[src/rtl/hpd_pkg.sv]
package hpd_pkg;
  typedef logic [1:0] mode_t;
  localparam mode_t MODE_NORM = 2'b00;
  localparam mode_t MODE_FAST = 2'b01;

  function automatic logic is_coast(mode_t m);
    return m[1];
  endfunction
endpackage

[src/rtl/hpd_ref_delay.sv]
module hpd_ref_delay #(
  parameter int DLY_CYC = 50
) (
  input  logic clk_i,
  input  logic rst_ni,
  input  logic sync_i,
  output logic ref_o
);
  localparam int DW = $clog2(DLY_CYC + 1);
  localparam logic [DW-1:0] DLY_LD = DW'(DLY_CYC);
  localparam logic [DW-1:0] ONE = DW'(1);

  logic          sync_q;
  logic [DW-1:0] cnt_q;
  logic          fall;

  assign fall  = sync_q & ~sync_i;
  assign ref_o = (cnt_q == ONE) & ~fall;

  always_ff @(posedge clk_i or negedge rst_ni) begin
    if (!rst_ni) begin
      sync_q <= 1'b0;
      cnt_q  <= '0;
    end else begin
      sync_q <= sync_i;
      if (fall)               cnt_q <= DLY_LD;
      else if (cnt_q != '0)   cnt_q <= cnt_q - ONE;
    end
  end

  assert_delay_restart_R1: assert property (@(posedge clk_i) disable iff (!rst_ni)
    fall |=> cnt_q == DLY_LD);
  assert_delay_expire_R1: assert property (@(posedge clk_i) disable iff (!rst_ni)
    ref_o |=> cnt_q == '0);
endmodule

[src/rtl/hpd_core.sv]
module hpd_core (
  input  logic clk_i,
  input  logic rst_ni,
  input  logic coast_i,
  input  logic ref_i,
  input  logic fbk_i,
  output logic up_o,
  output logic dn_o
);
  always_ff @(posedge clk_i or negedge rst_ni) begin
    if (!rst_ni) begin
      up_o <= 1'b0;
      dn_o <= 1'b0;
    end else if (coast_i || (up_o && dn_o)) begin
      up_o <= 1'b0;
      dn_o <= 1'b0;
    end else begin
      up_o <= up_o | ref_i;
      dn_o <= dn_o | fbk_i;
    end
  end

  assert_common_clear_R4: assert property (@(posedge clk_i) disable iff (!rst_ni)
    (up_o && dn_o) |=> (!up_o && !dn_o));
  assert_coast_idle_R6: assert property (@(posedge clk_i) disable iff (!rst_ni)
    coast_i |=> (!up_o && !dn_o));
  assert_up_sticky_R2: assert property (@(posedge clk_i) disable iff (!rst_ni)
    (up_o && !dn_o && !coast_i) |=> up_o);
endmodule

[src/rtl/hpd_lock_mon.sv]
module hpd_lock_mon #(
  parameter int TOL_CYC  = 4,
  parameter int FAST_CYC = 16,
  parameter int LINE_CYC = 15888
) (
  input  logic clk_i,
  input  logic rst_ni,
  input  logic coast_i,
  input  logic fast_i,
  input  logic single_i,
  input  logic both_i,
  output logic lock_no,
  output logic resync_o
);
  localparam int MAXC = ((TOL_CYC > FAST_CYC) ? TOL_CYC : FAST_CYC) + 1;
  localparam int EW   = $clog2(MAXC + 1);
  localparam int HW   = $clog2(LINE_CYC + 1);
  localparam logic [EW-1:0] E_TOL  = EW'(TOL_CYC);
  localparam logic [EW-1:0] E_FAST = EW'(FAST_CYC);
  localparam logic [EW-1:0] E_MAX  = EW'(MAXC);
  localparam logic [HW-1:0] H_LD   = HW'(LINE_CYC);

  logic [EW-1:0] err_q;
  logic [HW-1:0] hold_q;
  logic          seen_ok_q;
  logic          over;

  assign over     = single_i && (err_q >= E_TOL);
  assign resync_o = fast_i && single_i && (err_q == E_FAST);
  assign lock_no  = !seen_ok_q || (hold_q != '0);

  always_ff @(posedge clk_i or negedge rst_ni) begin
    if (!rst_ni) begin
      err_q     <= '0;
      hold_q    <= '0;
      seen_ok_q <= 1'b0;
    end else if (!coast_i) begin
      if (single_i)  err_q <= (err_q == E_MAX) ? err_q : err_q + EW'(1);
      else           err_q <= '0;
      if (both_i && err_q <= E_TOL) seen_ok_q <= 1'b1;
      if (over)                hold_q <= H_LD;
      else if (hold_q != '0)   hold_q <= hold_q - HW'(1);
    end
  end

  assert_lock_rise_R8: assert property (@(posedge clk_i) disable iff (!rst_ni)
    $rose(lock_no) |-> $past(over));
  assert_coast_freeze_R6: assert property (@(posedge clk_i) disable iff (!rst_ni)
    (coast_i && $past(coast_i)) |-> $stable(lock_no));
  assert_resync_pulse_R9: assert property (@(posedge clk_i) disable iff (!rst_ni)
    resync_o |=> !resync_o);
endmodule

[src/rtl/hsync_phase_det.sv]
module hsync_phase_det
  import hpd_pkg::*;
#(
  parameter int DLY_CYC  = 50,
  parameter int TOL_CYC  = 4,
  parameter int FAST_CYC = 16,
  parameter int LINE_CYC = 15888
) (
  input  logic       clk_i,
  input  logic       rst_ni,
  input  logic       sync_i,
  input  logic       fb_i,
  input  logic [1:0] mode_i,
  output logic       pump_up_o,
  output logic       pump_dn_o,
  output logic       pump_en_o,
  output logic       lock_no,
  output logic       resync_o
);
  logic fb_q, fb_rise, ref_ev, up, dn, coast, fast;

  assign coast   = is_coast(mode_i);
  assign fast    = (mode_i == MODE_FAST);
  assign fb_rise = fb_i & ~fb_q;

  always_ff @(posedge clk_i or negedge rst_ni) begin
    if (!rst_ni) fb_q <= 1'b0;
    else         fb_q <= fb_i;
  end

  hpd_ref_delay #(.DLY_CYC(DLY_CYC)) u_dly (
    .clk_i, .rst_ni, .sync_i, .ref_o(ref_ev)
  );

  hpd_core u_core (
    .clk_i, .rst_ni, .coast_i(coast), .ref_i(ref_ev), .fbk_i(fb_rise),
    .up_o(up), .dn_o(dn)
  );

  // masked during the common-clear cycle so a zero error yields no request
  assign pump_up_o = up & ~dn;
  assign pump_dn_o = dn & ~up;
  assign pump_en_o = up ^ dn;

  hpd_lock_mon #(.TOL_CYC(TOL_CYC), .FAST_CYC(FAST_CYC), .LINE_CYC(LINE_CYC)) u_lock (
    .clk_i, .rst_ni, .coast_i(coast), .fast_i(fast),
    .single_i(up ^ dn), .both_i(up & dn),
    .lock_no, .resync_o
  );

  assert_coast_hiz_R6: assert property (@(posedge clk_i) disable iff (!rst_ni)
    (coast && $past(coast)) |-> !pump_en_o);
  assert_no_resync_normal_R9: assert property (@(posedge clk_i) disable iff (!rst_ni)
    (mode_i == MODE_NORM) |-> !resync_o);
endmodule

[config.mk]
export PLATFORM = sky130hd
export DESIGN_NAME = hsync_phase_det
export DESIGN_NICKNAME = d
export VERILOG_FILES = /design/src/rtl/hpd_pkg.sv /design/src/rtl/hpd_ref_delay.sv /design/src/rtl/hpd_core.sv /design/src/rtl/hpd_lock_mon.sv /design/src/rtl/hsync_phase_det.sv
export SDC_FILE = /design/constraint.sdc
export NUM_CORES = 1
export LEC_CHECK = 0
export ABC_AREA = 1
export CAP_MARGIN = 15
export CORE_ASPECT_RATIO = 1.75
export CORE_UTILIZATION = 40
export DETAILED_ROUTE_END_ITERATION = 7
export DONT_BUFFER_PORTS = 1
export PLACE_DENSITY_LB_ADDON = 0.1
export SYNTH_ARGS = -nofsm -noshare
export SYNTH_HDL_FRONTEND = slang
export SYNTH_SLANG_ARGS = --single-unit
[constraint.sdc]
create_clock -name clk_i -period 1.73 [get_ports clk_i]
set_input_delay 0.0865 -clock clk_i [delete_from_list [all_inputs] [get_ports clk_i]]
set_output_delay 0.0865 -clock clk_i [all_outputs]
set_load 0.02 [all_outputs]
* After elaboration in Yosys (flattened, before gate mapping)
Cells that the tools add are included.
Storage, ports and cells: input bits 6, word-level logic and storage cells 56, flip-flop bits (word level) 30
Operators by class: bitwise logic cells 15, equal/unequal tests 5, multiplexer cells 8, order comparisons 2, add/sub/neg operators 3, reductions and logical operators 15
Operators with widths (number):
- 14-bit 2-to-1 mux | 2
- 14-bit nonzero test | 1
- 14-bit by 1-bit subtractor with 14-bit output (second input constant) | 1
- 6-bit 2-to-1 mux | 2
- 5-bit equality test (second input constant) | 2
- 5-bit 2-to-1 mux | 2
- 1-bit AND | 6
- 6-bit by 1-bit equality test with 1-bit output (second input constant) | 1
- 1-bit inverter | 6
- 2-bit AND reduction | 3
- 6-bit nonzero test | 1
- 6-bit by 1-bit subtractor with 6-bit output (second input constant) | 1
- 5-bit by 1-bit adder with 5-bit output (second input constant) | 1
- 5-bit by 3-bit greater-or-equal comparator with 1-bit output (second input constant) | 1
- 5-bit by 3-bit less-or-equal comparator with 1-bit output (second input constant) | 1
- 1-bit logical AND | 5
- 2-bit nonzero test | 2
- 2-bit by 1-bit equality test with 1-bit output (second input constant) | 1
- 1-bit logical OR | 2
- 1-bit 2-to-1 mux | 2
- 2-bit != test (second input constant) | 1
- 1-bit bitwise OR | 2
- 1-bit logical NOT | 1
- 1-bit bitwise XOR | 1

* Longest topological paths before layout
Gate-level depths: netlist of the first run.
depth after elaboration 6, mapped depth 10, depth with buffers taken out 10

* By module
Synthesis of the first run repeated with hierarchy kept, for this count alone.
Second synthesis, totals: cells, all modules 258, area, all modules 1950.6 µm²
By module, submodules not included:
- hpd_lock_mon | cells each 187, times used 1, area each 1351.3 µm², sequential area each 500.5 µm²
- hpd_ref_delay | cells each 51, times used 1, area each 429.2 µm², sequential area each 175.2 µm²
- hsync_phase_det | cells each 11, times used 1, area each 93.8 µm², sequential area each 25.0 µm²
- hpd_core | cells each 9, times used 1, area each 76.3 µm², sequential area each 50.0 µm²

* Least setup slack after synthesis of the first run
Ideal clock, no wire load.
path type reg2reg, from reg u_core.dn_o, to reg u_lock.hold_q[3], arrival time 1466 ps, setup slack 138 ps, data required time 1604 ps, cell stages (with the launch flop) 9, path buffers 0, setup time 126 ps, cells stage by stage dfrtp_1 inv_1 ha_1 inv_1 nand2_1 inv_1 nor2_1 nand2_1 o21ai_0
On the way: word-level cells in the longest chain between the ends 4, elaborated cells between the ends (all ways) 5, those cells by class mux (1); bitwise (1); reduce/logical (3)
Ends and longest elaborated chain:
- start, declared | line hpd_core.sv:8 | output logic dn_o
- start signal, assigned | line hpd_core.sv:19 | dn_o <= dn_o | fbk_i;
- 1-bit bitwise XOR (*)
- net pump_en_o | line hsync_phase_det.sv:16 | output logic pump_en_o,
- 1-bit logical AND (*) | line hpd_lock_mon.sv:28 | assign over = single_i && (err_q >= E_TOL);
- 2-bit nonzero test (no source line)
- 2-bit AND reduction (no source line)
- end signal, assigned | line hpd_lock_mon.sv:42 | else if (hold_q != '0) hold_q <= hold_q - HW'(1);
- end, declared | line hpd_lock_mon.sv:24 | logic [HW-1:0] hold_q;
Mark *: on every way through the listed nets, which the timed path passes. The rest lies on a longest branch. A chain may end at the register's enable or synchronous reset.

* Worst setup path after layout of the first run
from reg u_core.dn_o, to out resync_o
On the way: word-level cells in the longest chain between the ends 3
Ends and longest elaborated chain:
- 1-bit bitwise XOR | line hsync_phase_det.sv:47 | .single_i(up ^ dn), .both_i(up & dn),
- 1-bit logical AND (2 in series) | line hpd_lock_mon.sv:29 | assign resync_o = fast_i && single_i && (err_q == E_FAST);
- end, declared | line hsync_phase_det.sv:18 | output logic resync_o
Every way passes these cells.

==> flow_metrics.py, run 1 <==
metrics = {
    "placement": {
        "port_buffers": 0,
        "gp_congestion": 0.7714,
        "dpl.hpwl_mm": 3.140,
        "pre_cts_ws_ns": 0.1265,
        "placed_area_um2": 2016,
    },
    "yosys": {
        "synthesis.nets": 265,
        "ys_seq_elements": 30,
        "synth_cell_types": 26,
        "syn_area_um2": 1901,
        "async_flop_share": 1.000,
        "yosysSeqAreaShare": 0.3950,
        "avgSynthCellArea_um2": 7.633,
        "synthFlopType": "dfrtp_1",
        "netlist_instances": 249,
        "synth-edff-count": 0,
        "ys_warn_count": 0,
    },
    "floorplan": {
        "chipHeight_um": 93.19,
        "coreArea_um2": 4484,
        "ios": 11,
        "core.rowCount": 32,
        "die-area_um2": 5042,
        "die_x_um": 54.11,
        "start_util": 0.4238,
    },
    "power_and_ir_drop": {
        "total_power_uw": 3030,
        "p_per_area_nw_per_um2": 1389,
        "worst_ir_drop_vdd_v": 0.0006077,
        "p_leak_uw": 0.001138,
    },
    "worst_setup_path": {
        "arrival_ns": 1.52,
        "crit_cells": 6,
        "crit_required_ns": 1.64,
        "worstPathMaxFanout": 4,
        "cp-start-kind": "flip-flop",
        "slowest_delay_ns": 0.41,
        "timing.critical_path.from": "u_core.dn_o",
        "cpLargestDelayFamily": "flip-flops",
        "crit_slowest_cell": "dfrtp_1",
        "rrSetupSlack_ns": 0.14,
        "crit_buf_inv": 2,
        "crit_path_end_kind": "primary output",
        "rr_worst_depth": 9,
        "critPathCapture": "resync_o",
        "reg2reg_from": "u_lock.hold_q[0]",
        "crit_type": "flip-flop to primary output",
        "crit_chain": "inv_1, ha_4, nor2_2, buf_4, nand2_1, nor2_4",
        "regToRegEndpoint": "u_lock.hold_q[13]",
    },
    "final_layout": {
        "drive_gt1_frac": 0.1338,
        "fillers": 461,
        "final_net_count": 285,
        "final_cell_area_um2": 2182,
        "antenna_cells": 0,
        "layout_commonest_cell": "nand2_1",
        "most-common-layout-cells": "nand2_1, inv_1, nand3_1, dfrtp_1, nor2_1",
        "layout-area-overhead-vs-synth_pct": 14.81,
    },
    "timing": {
        "fin_hold_ws_ns": 0.08465,
        "tightestPinTransition_ns": 0.4383,
        "maxSlewViolCount": 0,
        "finalSetupViolations": 0,
        "setup_ws_ns": 0.1200,
        "fmax_mhz": 621.1,
        "setup-tns-final_ns": 0,
        "min_period_over_period": 0.9306,
        "rsz0062_at_grt": "no",
        "fin_crit_ns": 1.610,
        "slew-limit-headroom": 0.7075,
        "final-hold-violation-count": 0,
        "fin_worst_skew_ns": 0.003357,
    },
    "grt": {
        "grt_max_degree": 31,
        "grt_pass1_vias": 1634,
        "antenna_found_initial": 0,
        "grt_overflow": 0,
        "grt_pass1_wl_mm": 7.279,
        "grt_util_all_layers": 0.1985,
    },
    "routing": {
        "drcViolationCount": 0,
        "drtIter0Drc": 17,
        "dr_total_vias": 1614,
        "viasPerCell": 5.044,
        "first_pass_iters": 4,
        "ant_nets": 0,
        "wl_mm": 4.161,
        "wl_per_cell_um": 13.00,
    },
    "hold_path": {
        "min_path_type": "input pin to flip-flop",
    },
    "clocking": {
        "cts_buffers": 5,
        "root_buffer": "clkbuf_8",
        "cts_htree_levels": 2,
        "clock-sinks": 30,
        "cts_tree": "done",
        "clock_path_buffers": 2,
        "clock_latency_ns": 0.28,
        "cts.reportedPaths.clkPinSlew_ns": 0.06,
    },
    "status": {
        "outcome": "completed",
    },
    "run": {
        "drv.max_cap_violation_count": 0,
    },
}
## power breakdown
group | leakage [uW] | total [uW] | internal (uW) | switching (uW)
Clock | 0.0000383 | 532 | 277 | 255
Combinational | 0.000727 | 1310 | 515 | 795
Sequential | 0.000373 | 1190 | 927 | 261
## metal layers
layer | part of all wire | GRT usage
met1 | 0.40 | 0.2164
met5 | 0 | 0
met3 | 0.024 | 0.03415
met2 | 0.56 | 0.3549
met4 | 0.016 | 0.08547
## cell usage after synthesis (all sizes together), types with 3 or more instances
| cell | number | area, um2 |
|---|---|---|
| nand3 | 34 | 175.2 |
| o21ai | 12 | 71.32 |
| or2 | 3 | 18.77 |
| a21oi | 7 | 35.03 |
| nand4 | 5 | 31.28 |
| dfrtp | 30 | 750.7 |
| nor2 | 34 | 163.9 |
| xor2 | 4 | 35.03 |
| inv | 35 | 131.4 |
| nand2 | 66 | 294.0 |
| ha | 10 | 125.1 |
## registers in the layout (all words and copies together), names as in the netlist
name,count
u_dly.sync_q,1
u_core.dn_o,1
u_lock.hold_q,14
fb_q,1
u_dly.cnt_q,6
u_core.up_o,1
u_lock.seen_ok_q,1
u_lock.err_q,5
## worst min-delay path by stage
stage | startpoint | end | depth (start not counted)
4_1_cts | sync_i | u_dly.cnt_q[4] | 3
6_report | sync_i | u_dly.cnt_q[4] | 3
3_3_place_gp | rst_ni | u_lock.hold_q[11] | 0
2_1_floorplan | rst_ni | fb_q | 0
5_1_grt | sync_i | u_dly.cnt_q[4] | 3
3_5_place_dp | rst_ni | u_lock.hold_q[11] | 0
## per-stage QoR
stage,std cells,util
5_1_grt,320,0.4866
3_3_place_gp,307,0.4495
4_1_cts,319,0.4816
2_1_floorplan,249,-
3_5_place_dp,307,0.4495
6_report,320,0.4866
## cells by family after synthesis
kind of cell | share of synthesized area
fa+ha+maj | 0.06583
simple gates | 0.3594
compound gates | 0.07900
flops | 0.3950
xor+xnor | 0.02304
buf+inv | 0.07768
## cell type report
type	count	area, um2	share of cell area
multi-input cells	182	1025	0.4696
flip-flops and latches	30	750.7	0.3440
repair buffers	15	135.1	0.06193
inverters	35	131.4	0.06021
clock buffers	7	76.32	0.03498
well taps	51	63.81	0.02924
## worst min-delay path, stage by stage
cell	delay (ns)
inv_1	0.03
nand2_1	0.11
a31oi_1	0.09
## repair_timing
action                     CTS  global route
buffers inserted             0             1
gates resized for setup      2             2
pin swaps                    0             1
hold buffers                 5             0
setup endpoints to repair    1            13
hold endpoints to repair    34             0
Power figures use the tool's default switching activity.
==> inputs of run 2 (changes only) <==
CTS_CLUSTER_SIZE = 14   (was unset)
clock period = 1.97 ns   (was 1.73 ns; I/O delays follow)
==> flow_metrics.py, run 2 (same netlist as run 1, synthesis figures left out) <==
metrics = {
    "status": {
        "outcome": "completed",
    },
    "clocking": {
        "cts.reportedPaths.clkPinSlew_ns": 0.06,
        "cts_buffers": 5,
        "post_cts_buffers": 0,
        "clock_latency_ns": 0.28,
        "clock_path_buffers": 2,
        "clock-sinks": 30,
        "cts_htree_levels": 2,
        "root_buffer": "clkbuf_8",
        "cts_tree": "done",
    },
    "timing": {
        "fmax_mhz": 543.2,
        "slew-limit-headroom": 0.7536,
        "fin_crit_ns": 1.841,
        "final-hold-violation-count": 0,
        "finalSetupViolations": 0,
        "setup_ws_ns": 0.1292,
        "fin_worst_skew_ns": 0.003743,
        "setup-tns-final_ns": 0,
        "maxSlewViolCount": 0,
        "min_period_over_period": 0.9344,
        "rsz0062_at_grt": "no",
        "tightestPinTransition_ns": 0.3683,
    },
    "final_layout": {
        "most-common-layout-cells": "nand2_1, inv_1, nand3_1, dfrtp_1, nor2_1",
        "antenna_cells": 0,
        "largestRegisters": "u_lock.hold_q x14, u_dly.cnt_q x6, u_lock.err_q x5",
        "layout_commonest_cell": "nand2_1",
        "finalCoreUtilization": 0.4715,
        "layout-area-overhead-vs-synth_pct": 11.26,
        "largest_reg_flops": 14,
        "final_net_count": 279,
        "largest-register": "u_lock.hold_q",
        "fillers": 466,
        "drive_gt1_frac": 0.1027,
    },
    "worst_setup_path": {
        "path_common_cell": "nor2_1",
        "slowest_delay_ns": 0.40,
        "arrival_ns": 1.74,
        "crit_type": "flip-flop to primary output",
        "cp-start-kind": "flip-flop",
        "crit_slowest_cell": "dfrtp_1",
        "crit_path_end_kind": "primary output",
        "worstPathMaxFanout": 4,
        "crit_required_ns": 1.87,
        "crit_chain": "inv_1, ha_1, nor2_1, buf_4, nand2_1, nor2_1",
    },
    "grt": {
        "antenna_found_initial": 0,
        "grt_overflow": 0,
        "grt_pass1_wl_mm": 6.886,
        "grt_max_degree": 31,
        "grt_pass1_vias": 1558,
        "grt_util_all_layers": 0.1916,
    },
    "floorplan": {
        "ios": 11,
        "start_util": 0.4238,
        "chipHeight_um": 93.19,
        "die_x_um": 54.11,
        "die-area_um2": 5042,
        "core.rowCount": 32,
        "coreArea_um2": 4484,
    },
    "power_and_ir_drop": {
        "p_leak_uw": 0.001107,
        "p_per_area_nw_per_um2": 1247,
        "worst_ir_drop_vdd_v": 0.0006499,
    },
    "hold_path": {
        "min_path_type": "input pin to flip-flop",
    },
    "routing": {
        "viasPerCell": 5.029,
        "dr_total_vias": 1579,
        "drtIter0Drc": 23,
        "wl_per_cell_um": 13.01,
        "wl_mm": 4.086,
        "first_pass_iters": 4,
        "ant_nets": 0,
        "drcViolationCount": 0,
    },
    "placement": {
        "gp_congestion": 0.8083,
        "port_buffers": 0,
        "dpl.hpwl_mm": 3.142,
        "pre_cts_ws_ns": 0.2858,
    },
    "run": {
        "drv.max_cap_violation_count": 0,
    },
}
## run 2: cell count changes in the layout (fill, tap and decap cells not counted), sizes merged
cell  delta
buf      -6
## run 2: repair_timing
item / in CTS / in global routing
hold buffers: 5 / 0
gates resized for setup: 0 / 0
hold endpoints to repair: 34 / 0
## run 2: layer usage
metal / GRT usage / up-vias / routed length [um]
met5: 0 / - / 0
met4: 0.08547 / 0 / 81
met3: 0.03902 / 6 / 88
met2: 0.3364 / 17 / 2242
met1: 0.2100 / 733 / 1673
li1: - / 823 / -
## run 2: path summary, 6_finish.rpt
kind	from	end	slack, ns	depth (start not counted)
min reg2reg	u_lock.seen_ok_q	u_lock.seen_ok_q	0.51	2
min in group asynchronous	rst_ni	u_lock.err_q[1]	0.28	2
min	sync_i	u_dly.cnt_q[4]	0.11	3
max	u_core.dn_o	resync_o	0.13	6
max reg2reg	u_lock.hold_q[0]	u_lock.hold_q[3]	0.29	9
max in group asynchronous	rst_ni	u_lock.hold_q[4]	1.53	2
## run 2: stage by stage
stage	instance area, um2	total power [uW]	cells	hold slack, ns
global placement	1978	2173	302	-0.1962
CTS	2115	2671	314	0.1098
finish	2115	2637	314	0.1107
floorplan	1901	1923	249	-0.1971
detailed placement	1978	2179	302	-0.1959
global route	2115	2890	314	0.1223
## run 2: final cells by class
cell class                      instances  area [um2]  share of cell area
Multi-Input combinational cell        182        1002              0.4740
Sequential cell                        30       750.7              0.3550
Inverter                               35       131.4             0.06213
Timing Repair Buffer                    9       90.09             0.04260
Clock buffer                            7       76.32             0.03609
Tap cell                               51       63.81             0.03018
## run 2: worst max-delay path, delay by kind of cell (launching register included)
family,cells,cell delay (ns)
AND/OR/NAND/NOR,3,0.53
flip-flops,1,0.40
adder cells (fa/ha/maj),1,0.34
buffers and inverters,2,0.20
## run 2: power by group
group          internal, uW  switching [uW]
clock                   243             214
combinational           423             703
sequential              815             239
==> inputs of run 3 (changes only) <==
clock period = 1.8 ns   (was 1.97 ns; I/O delays follow)
==> flow_metrics.py, run 3 (same netlist as run 1, synthesis figures left out) <==
metrics = {
    "hold_path": {
        "hold_path_depth": 3,
        "worstHoldEndpoint": "u_dly.cnt_q[4]",
        "holdCritStartpoint": "sync_i",
        "min_path_type": "input pin to flip-flop",
    },
    "timing": {
        "fin_worst_skew_ns": 0.005282,
        "maxSlewViolCount": 0,
        "setup_ws_ns": 0.09921,
        "final-hold-violation-count": 0,
        "min_period_over_period": 0.9449,
        "tightestPinTransition_ns": 0.3795,
        "fmax_mhz": 588.0,
        "slew-limit-headroom": 0.7467,
        "fin_crit_ns": 1.701,
        "finalSetupViolations": 0,
    },
    "grt": {
        "grt_pass1_vias": 1565,
        "top_usage_layer": "met2",
        "grt_util_all_layers": 0.1960,
        "met1_usage": 0.2105,
        "antenna_found_initial": 0,
        "grt_overflow": 0,
        "grt_use_met2": 0.3529,
        "grt.met3_usage": 0.03577,
        "grt_pass1_wl_mm": 7.079,
        "grt_max_degree": 31,
    },
    "placement": {
        "port_buffers": 0,
        "pre_cts_ws_ns": 0.1112,
        "gp_congestion": 0.8239,
        "dpl.hpwl_mm": 3.169,
        "place_inst": 304,
    },
    "final_layout": {
        "largestRegisters": "u_lock.hold_q x14, u_dly.cnt_q x6, u_lock.err_q x5",
        "drive_gt1_frac": 0.1241,
        "finalCoreUtilization": 0.4805,
        "most-common-layout-cells": "nand2_1, inv_1, nand3_1, dfrtp_1, nor2_1",
        "fillers": 459,
        "largest_reg_flops": 14,
        "fin_cells": 317,
        "largest-register": "u_lock.hold_q",
        "antenna_cells": 0,
        "layout_commonest_cell": "nand2_1",
        "layout-area-overhead-vs-synth_pct": 13.36,
        "final_net_count": 281,
    },
    "routing": {
        "viasPerCell": 4.950,
        "ant_nets": 0,
        "wl_per_cell_um": 13.09,
        "wl_mm": 4.149,
        "first_pass_iters": 4,
        "drcViolationCount": 0,
        "dr_total_vias": 1569,
        "drtIter0Drc": 33,
    },
    "clocking": {
        "post_cts_buffers": 0,
        "clock-sinks": 30,
        "cts_htree_levels": 2,
        "root_buffer": "clkbuf_8",
        "clock_path_buffers": 2,
        "cts_buffers": 5,
        "clock_latency_ns": 0.28,
        "cts_tree": "done",
        "cts.reportedPaths.clkPinSlew_ns": 0.06,
    },
    "worst_setup_path": {
        "worstPathMaxFanout": 4,
        "cpLargestDelayFamily": "flip-flops",
        "cp-start-kind": "flip-flop",
        "crit_slowest_cell": "dfrtp_1",
        "crit_required_ns": 1.71,
        "crit_buf_inv": 2,
        "crit_type": "flip-flop to primary output",
        "crit_path_end_kind": "primary output",
        "reg2reg_from": "u_core.dn_o",
        "crit_cells": 6,
        "rr_worst_depth": 6,
        "slowest_delay_ns": 0.40,
        "rrSetupSlack_ns": 0.15,
        "regToRegEndpoint": "u_lock.hold_q[4]",
        "crit_chain": "inv_1, ha_1, nor2_2, buf_4, nand2_1, nor2_4",
        "arrival_ns": 1.61,
    },
    "floorplan": {
        "core.rowCount": 32,
        "chipHeight_um": 93.19,
        "ios": 11,
        "die_x_um": 54.11,
        "start_util": 0.4238,
        "coreArea_um2": 4484,
        "die-area_um2": 5042,
    },
    "power_and_ir_drop": {
        "worst_ir_drop_vdd_v": 0.0006036,
        "p_per_area_nw_per_um2": 1380,
        "p_leak_uw": 0.001127,
    },
    "status": {
        "outcome": "completed",
    },
    "run": {
        "drv.max_cap_violation_count": 0,
    },
}
run 3: how the worst max path moves through the flow:
| stage | from | to | slack, ns |
|---|---|---|---|
| 2_1_floorplan | u_core.dn_o | u_lock.hold_q[3] | 0.21 |
| 3_3_place_gp | u_core.dn_o | u_lock.hold_q[3] | 0.12 |
| 3_5_place_dp | u_core.dn_o | u_lock.hold_q[4] | 0.11 |
| 4_1_cts | u_core.dn_o | resync_o | 0.01 |
| 5_1_grt | u_core.dn_o | resync_o | -0.001 |
| 6_report | u_core.dn_o | resync_o | 0.1 |
run 3: stage by stage:
| step | TNS (ns) | cell area (um2) | hold WS, ns | total power (uW) |
|---|---|---|---|---|
| finish | 0 | 2155 | 0.09211 | 2972 |
| global route | -0.001152 | 2155 | 0.1167 | 3236 |
| CTS | 0 | 2147 | 0.07901 | 3014 |
| detailed placement | 0 | 1993 | -0.2049 | 2405 |
| global placement | 0 | 1993 | -0.2047 | 2399 |
| floorplan | 0 | 1901 | -0.2056 | 2104 |
run 3: routing by layer:
metal  wire length, um  share of wire
met5                 0              0
met4                83          0.020
met2              2313           0.56
met1              1676           0.40
met3                75          0.018
run 3: power by group:
part	total [uW]	internal, uW	switching [uW]
clock network	567	308	259
registers	1150	891	258
logic	1260	482	775
total	2970	1680	1290
run 3: layout make-up:
cell class	instances	area [um2]	area share
clock buffer	7	86.33	0.04007
clock inverter	1	5.005	0.002323
inverter	35	131.4	0.06098
multi-input combinational	182	1012	0.4698
sequential	30	750.7	0.3484
tap	51	63.81	0.02962
timing repair buffer	11	105.1	0.04878
run 3: repair_timing:
item / CTS / global route
gates resized for setup: 1 / 2
endpoints found under the setup margin: 1 / 8
endpoints found under the hold margin: 34 / 0
hold buffers: 5 / 0
run 3: worst register-to-register path: stages, from the launching register on:
cell     delay (ns)
dfrtp_1        0.40
inv_1          0.06
ha_1           0.35
nor2_2         0.16
nand2_1        0.21
nand2_4        0.25
o21ai_0        0.11
